### config.mk
export PLATFORM = sky130hd
export DESIGN_NAME = nanprop_unit
export DESIGN_NICKNAME = d
export VERILOG_FILES = /design/src/rtl/nanprop_pkg.sv /design/src/rtl/nanprop_classify.sv /design/src/rtl/nanprop_lane.sv /design/src/rtl/nanprop_unit.sv
export SDC_FILE = /design/constraint.sdc
export NUM_CORES = 1
export LEC_CHECK = 0
export BUFFER_PORTS_ARGS = -buffer_cell sky130_fd_sc_hd__buf_2
export CAP_MARGIN = 20
export CORE_AREA = 2 2 201 203
export CTS_CLUSTER_DIAMETER = 150
export DETAILED_ROUTE_END_ITERATION = 7
export DIE_AREA = 0 0 203 205
export GPL_TIMING_DRIVEN = 0
export PLACE_DENSITY_LB_ADDON = 0.05
export SYNTH_ARGS = -nofsm -noshare
export SYNTH_HDL_FRONTEND = slang
export SYNTH_SLANG_ARGS = --single-unit
export TNS_END_PERCENT = 10
### constraint.sdc
create_clock -name clk -period 2.3 [get_ports clk]
set_input_delay 0.115 -clock clk [delete_from_list [all_inputs] [get_ports clk]]
set_output_delay 0.115 -clock clk [all_outputs]
set_load 0.01 [all_outputs]
### src/rtl/nanprop_pkg.sv
package nanprop_pkg;

    parameter int EXP_W  = 8;
    parameter int FRAC_W = 23;
    localparam int WORD_W = 1 + EXP_W + FRAC_W;
    localparam int QBIT   = FRAC_W - 1;

    typedef logic [WORD_W-1:0] word_t;

    typedef enum logic [1:0] {
        CLS_ORD  = 2'd0,
        CLS_INF  = 2'd1,
        CLS_QNAN = 2'd2,
        CLS_SNAN = 2'd3
    } fp_class_e;

    typedef struct packed {
        word_t value;
        logic  invalid;
    } lane_out_t;

    // Indefinite: sign set, exponent all ones, only the quiet bit set.
    localparam word_t INDEF_QNAN = {1'b1, {EXP_W{1'b1}}, 1'b1, {(FRAC_W-1){1'b0}}};

    function automatic fp_class_e classify(input word_t w);
        logic exp_ones;
        exp_ones = &w[WORD_W-2:FRAC_W];
        if (!exp_ones)                 return CLS_ORD;
        if (w[FRAC_W-1:0] == '0)       return CLS_INF;
        if (w[QBIT])                   return CLS_QNAN;
        return CLS_SNAN;
    endfunction

    function automatic word_t quieten(input word_t w);
        word_t q;
        q = w;
        q[QBIT] = 1'b1;
        return q;
    endfunction

endpackage

### src/rtl/nanprop_classify.sv
module nanprop_classify
    import nanprop_pkg::*;
(
    input  word_t     operand,
    output fp_class_e cls,
    output logic      is_nan
);
    always_comb begin
        cls    = classify(operand);
        is_nan = (cls == CLS_QNAN) || (cls == CLS_SNAN);
    end
endmodule

### src/rtl/nanprop_lane.sv
module nanprop_lane
    import nanprop_pkg::*;
(
    input  word_t     op_a,
    input  word_t     op_b,
    input  word_t     arith_val,
    input  logic      arith_bad,
    output lane_out_t lane_out
);
    fp_class_e cls_a, cls_b;
    logic      nan_a, nan_b;

    nanprop_classify u_cls_a (.operand(op_a), .cls(cls_a), .is_nan(nan_a));
    nanprop_classify u_cls_b (.operand(op_b), .cls(cls_b), .is_nan(nan_b));

    always_comb begin
        if (nan_a) begin
            lane_out.value   = quieten(op_a);
            lane_out.invalid = (cls_a == CLS_SNAN) || (cls_b == CLS_SNAN);
        end else if (nan_b) begin
            lane_out.value   = quieten(op_b);
            lane_out.invalid = (cls_b == CLS_SNAN);
        end else if (arith_bad) begin
            lane_out.value   = INDEF_QNAN;
            lane_out.invalid = 1'b1;
        end else begin
            lane_out.value   = arith_val;
            lane_out.invalid = 1'b0;
        end
    end

    // a NaN input always leaves with the quiet bit on
    always_comb begin
        if (nan_a || nan_b) begin
            p_nan_quiet_r4: assert (lane_out.value[QBIT] == 1'b1);
        end
    end
endmodule

### src/rtl/nanprop_unit.sv
module nanprop_unit
    import nanprop_pkg::*;
#(
    parameter int LANES = 4
) (
    input  logic                    clk,
    input  logic                    rst,
    input  logic                    op_valid,
    input  logic [LANES*WORD_W-1:0] src_a,
    input  logic [LANES*WORD_W-1:0] src_b,
    input  logic [LANES*WORD_W-1:0] arith_res,
    input  logic [LANES-1:0]        arith_inv,
    input  logic                    inv_mask,
    input  logic                    flag_clr,
    output logic [LANES*WORD_W-1:0] res_data,
    output logic                    res_we,
    output logic                    inv_sticky,
    output logic                    fault
);
    lane_out_t                 lane_q [LANES];
    logic [LANES-1:0]          lane_bad;
    logic [LANES*WORD_W-1:0]   next_data;

    for (genvar g = 0; g < LANES; g++) begin : g_lane
        nanprop_lane u_lane (
            .op_a      (src_a[g*WORD_W +: WORD_W]),
            .op_b      (src_b[g*WORD_W +: WORD_W]),
            .arith_val (arith_res[g*WORD_W +: WORD_W]),
            .arith_bad (arith_inv[g]),
            .lane_out  (lane_q[g])
        );
        assign lane_bad[g]                  = lane_q[g].invalid;
        assign next_data[g*WORD_W +: WORD_W] = lane_q[g].value;
    end

    logic any_bad, trap, commit, set_flag;
    always_comb begin
        any_bad  = |lane_bad;
        trap     = op_valid && any_bad && !inv_mask;
        commit   = op_valid && !(any_bad && !inv_mask);
        set_flag = op_valid && any_bad && inv_mask;
    end

    always_ff @(posedge clk) begin
        if (rst) begin
            res_data   <= '0;
            res_we     <= 1'b0;
            inv_sticky <= 1'b0;
            fault      <= 1'b0;
        end else begin
            res_we <= commit;
            fault  <= trap;
            if (commit)        res_data   <= next_data;
            if (set_flag)      inv_sticky <= 1'b1;
            else if (flag_clr) inv_sticky <= 1'b0;
        end
    end

    p_fault_blocks_write_r7: assert property (@(posedge clk) disable iff (rst)
        fault |-> !res_we);
    p_fault_keeps_data_r7: assert property (@(posedge clk) disable iff (rst)
        fault |-> $stable(res_data));
    p_sticky_holds_r9: assert property (@(posedge clk) disable iff (rst)
        (inv_sticky && !flag_clr) |=> inv_sticky);
    p_we_after_valid_r11: assert property (@(posedge clk) disable iff (rst)
        res_we |-> $past(op_valid));
    p_fault_after_valid_r8: assert property (@(posedge clk) disable iff (rst)
        fault |-> $past(op_valid && !inv_mask));
endmodule

==> run summary <==
Avg Inst Size Synth: 8.18 sq um
Ys async rst share: 0%
Layout cells sized above 1: 37.6%
Crit. End Element: register
Clock Skew: 0 ps
Core Area: 39400 sq um
Die area: 41600 sq um
Critical path fanouts, max: 10
RR Startpoint: res_data[95]$_SDFFE_PP0P_
Post-DP HPWL: 36.4 mm
Peak VDD IR: 398 uV
Count leader, synth: o211ai_1
Detailed Route WL: 44.3 mm
R2R Setup Slk: 1460 ps
Setup crit start kind: input pin
Worst R2R Path Depth: 2
Final WS setup: 122 ps
Vias/cell: 4.68
Synth top area share: 31.9%
Fin. Hold Viols: 0
Area contributors post-synth: dfxtp_1 32%, mux2i_1 16%, o211ai_1 16%
Tot Pwr: 6.95 mW
Pre-CTS WS: -887 ps
Worst Hold Endpoint: res_data[112]$_SDFFE_PP0P_
Synthesis-stage register bit count: 131
CTS tree: yes
MaxCap Viol Count: 0
WS Path Type: input pin to register
Latest clock arrival within the worst-skew pair: 430 ps
Max-Slew Margin vs Limit: 34.2%
Slew @ Worst Pin: 987 ps
Clock sinks: 131
DRC viols: 0
Status: finished, final reports clean
Iteration-0 DRC Markers: 349
Crit path arrival time: 2500 ps
Yosys warnings: 0
R2r endpoint: res_data[95]$_SDFFE_PP0P_
Routed len/inst: 20.7 um
Seq/Total Area, Yosys: 31.9%
Via Count: 10000
Hold Path Class: input pin to register
Post-synth top cells: 176 x o211ai_1, 132 x mux2i_1, 132 x nand2_1
Placed Area: 11500 sq um
Post-route clock period utilization: 94.7%
Max Fclk: 0.459 GHz
Post-Synthesis Net Count: 1399
Worst Min Path Start: src_a[112]
Worst Hold Path Cells: 3
Number of I/O pins: 524
Final Setup Violations: 0
Final core occ: 32.4%
Final slew viol count: 0
Minimum clock period: 2180 ps
Die Span Y: 205 um
Global-route usage over all layers: 20.7%
Post-route cell area: 12800 sq um
CP required: 2620 ps
Row count: 73
Ys flop type: dfxtp_1
Initial Utilization: 20.9%
Final ANT Viol Nets: 0
Final Net Count: 1990
Library cells used by synthesis: 31
Pwr/cell area: 545 nW/um^2
Global route total overflow: 0
Largest net degree at the start of global routing: 17
First-pass GRT wire length: 63.9 mm
Number of global-route vias before repair: 10400
EDFF count, synth: 0
Syn Std Cell Area: 8230 sq um
Post-synth top area cell: dfxtp_1
Initial antenna violation count: 7
Drt first pass iters: 5
Mapped Cells: 1006
Leakage Power: 6.29 nW
Area growth, synth to finish: 55.1%
RSZ-0062 raised after global routing: true
Clk slew on worst S/H paths: 60 ps
GP Congestion: 0.863
CTS buffer count: 17
H-tree Lvls: 4
CTS Root Cell: clkbuf_16
Fillers: 4363
Buffers on Ports: 523
Clock Tree Buf Depth: 2
Die X: 203 um
-- routing by layer --
layer	global-route usage, %	vias up	part of all wire (%)	wire, um
met5	0	-	0.068	30
met1	25.2	4672	43	18900
li1	-	4871	-	-
met4	6.39	4	2.0	898
met2	35.8	402	48	21400
met3	5.03	51	6.8	3020
-- report_power, final --
group	internal [mW]	switching, mW
Sequential	2.38	0.0539
Combinational	0.663	0.738
Clock	1.94	1.18
Total	4.98	1.97
-- cell usage in the layout, fill, tap and decap left out, drive strengths merged, types with 26 or more instances in the layout --
cell type    count
inv             96
nand4           26
dlygate4sd3     45
mux2i          132
o21ai           45
buf            552
clkbuf          81
dfxtp          131
o211ai         176
nand3b          92
nor4            41
nand2          132
-- final cells by class --
type | instances | area [sq um] | share of cell area [%]
Clock buffer | 17 | 425 | 3.33
Antenna cell | 3 | 7.51 | 0.0588
Inverter | 93 | 349 | 2.74
Multi-Input combinational cell | 693 | 4880 | 38.3
Tap cell | 525 | 657 | 5.15
Timing Repair Buffer | 572 | 3100 | 24.3
Buffer | 89 | 490 | 3.84
Clock inverter | 15 | 229 | 1.79
Sequential cell | 131 | 2620 | 20.5
-- cell families (layout without fill, tap and decap cells) --
kind of cell    Yosys count  in the layout  synth area share [%]
simple gates            329            329                  21.9
mux                     136            136                  16.6
other cells               0              3                     0
compound gates          228            228                  19.6
flops                   131            131                  31.9
buf+inv                 182            786                  10.0
-- sequential cells by signal (all words and copies together) (netlist names) --
signal and cells:
res_we 1, res_data 128, inv_sticky 1, fault 1
-- repair_timing --
item	in CTS	in global routing
hold endpoints to repair	45	0
gates cloned	0	0
pin swaps	3	1
endpoints found under the setup margin	131	126
buffers inserted	3	1
gates resized for setup	18	17
hold buffers	45	0
-- metrics by stage --
stage | hold WS, ps | std cells | TNS, ps
finish | 24.3 | 2138 | 0
CTS | 1.00 | 2134 | 0
global route | 14.5 | 2137 | -39.8
floorplan | 191 | 1006 | 0
detailed placement | 319 | 2054 | -111370
global placement | 321 | 2054 | -105840
-- worst max-delay path, cell delays in order --
cell and delay [ps]:
buf_2 110, nor4_1 460, nand4_1 140, buf_4 190
o21ai_4 240, o22ai_1 200, nor4_4 370, a31oi_4 160
buf_6 190, mux2_1 320
-- how the worst max path moves through the flow --
| stage | start | to | slack (ps) | cells after the start |
|---|---|---|---|---|
| 6_report | src_a[49] | res_data[95]$_SDFFE_PP0P_ | 120 | 10 |
| 5_1_grt | src_a[17] | res_data[4]$_SDFFE_PP0P_ | -20 | 10 |
| 4_1_cts | src_b[32] | res_data[32]$_SDFFE_PP0P_ | 10 | 10 |
| 3_5_place_dp | src_a[33] | res_data[2]$_SDFFE_PP0P_ | -890 | 10 |
| 3_3_place_gp | src_a[32] | res_data[6]$_SDFFE_PP0P_ | -840 | 10 |
| 2_1_floorplan | src_a[49] | res_data[127]$_SDFFE_PP0P_ | 340 | 8 |
No activity file was read; power rests on OpenSTA's default activity.
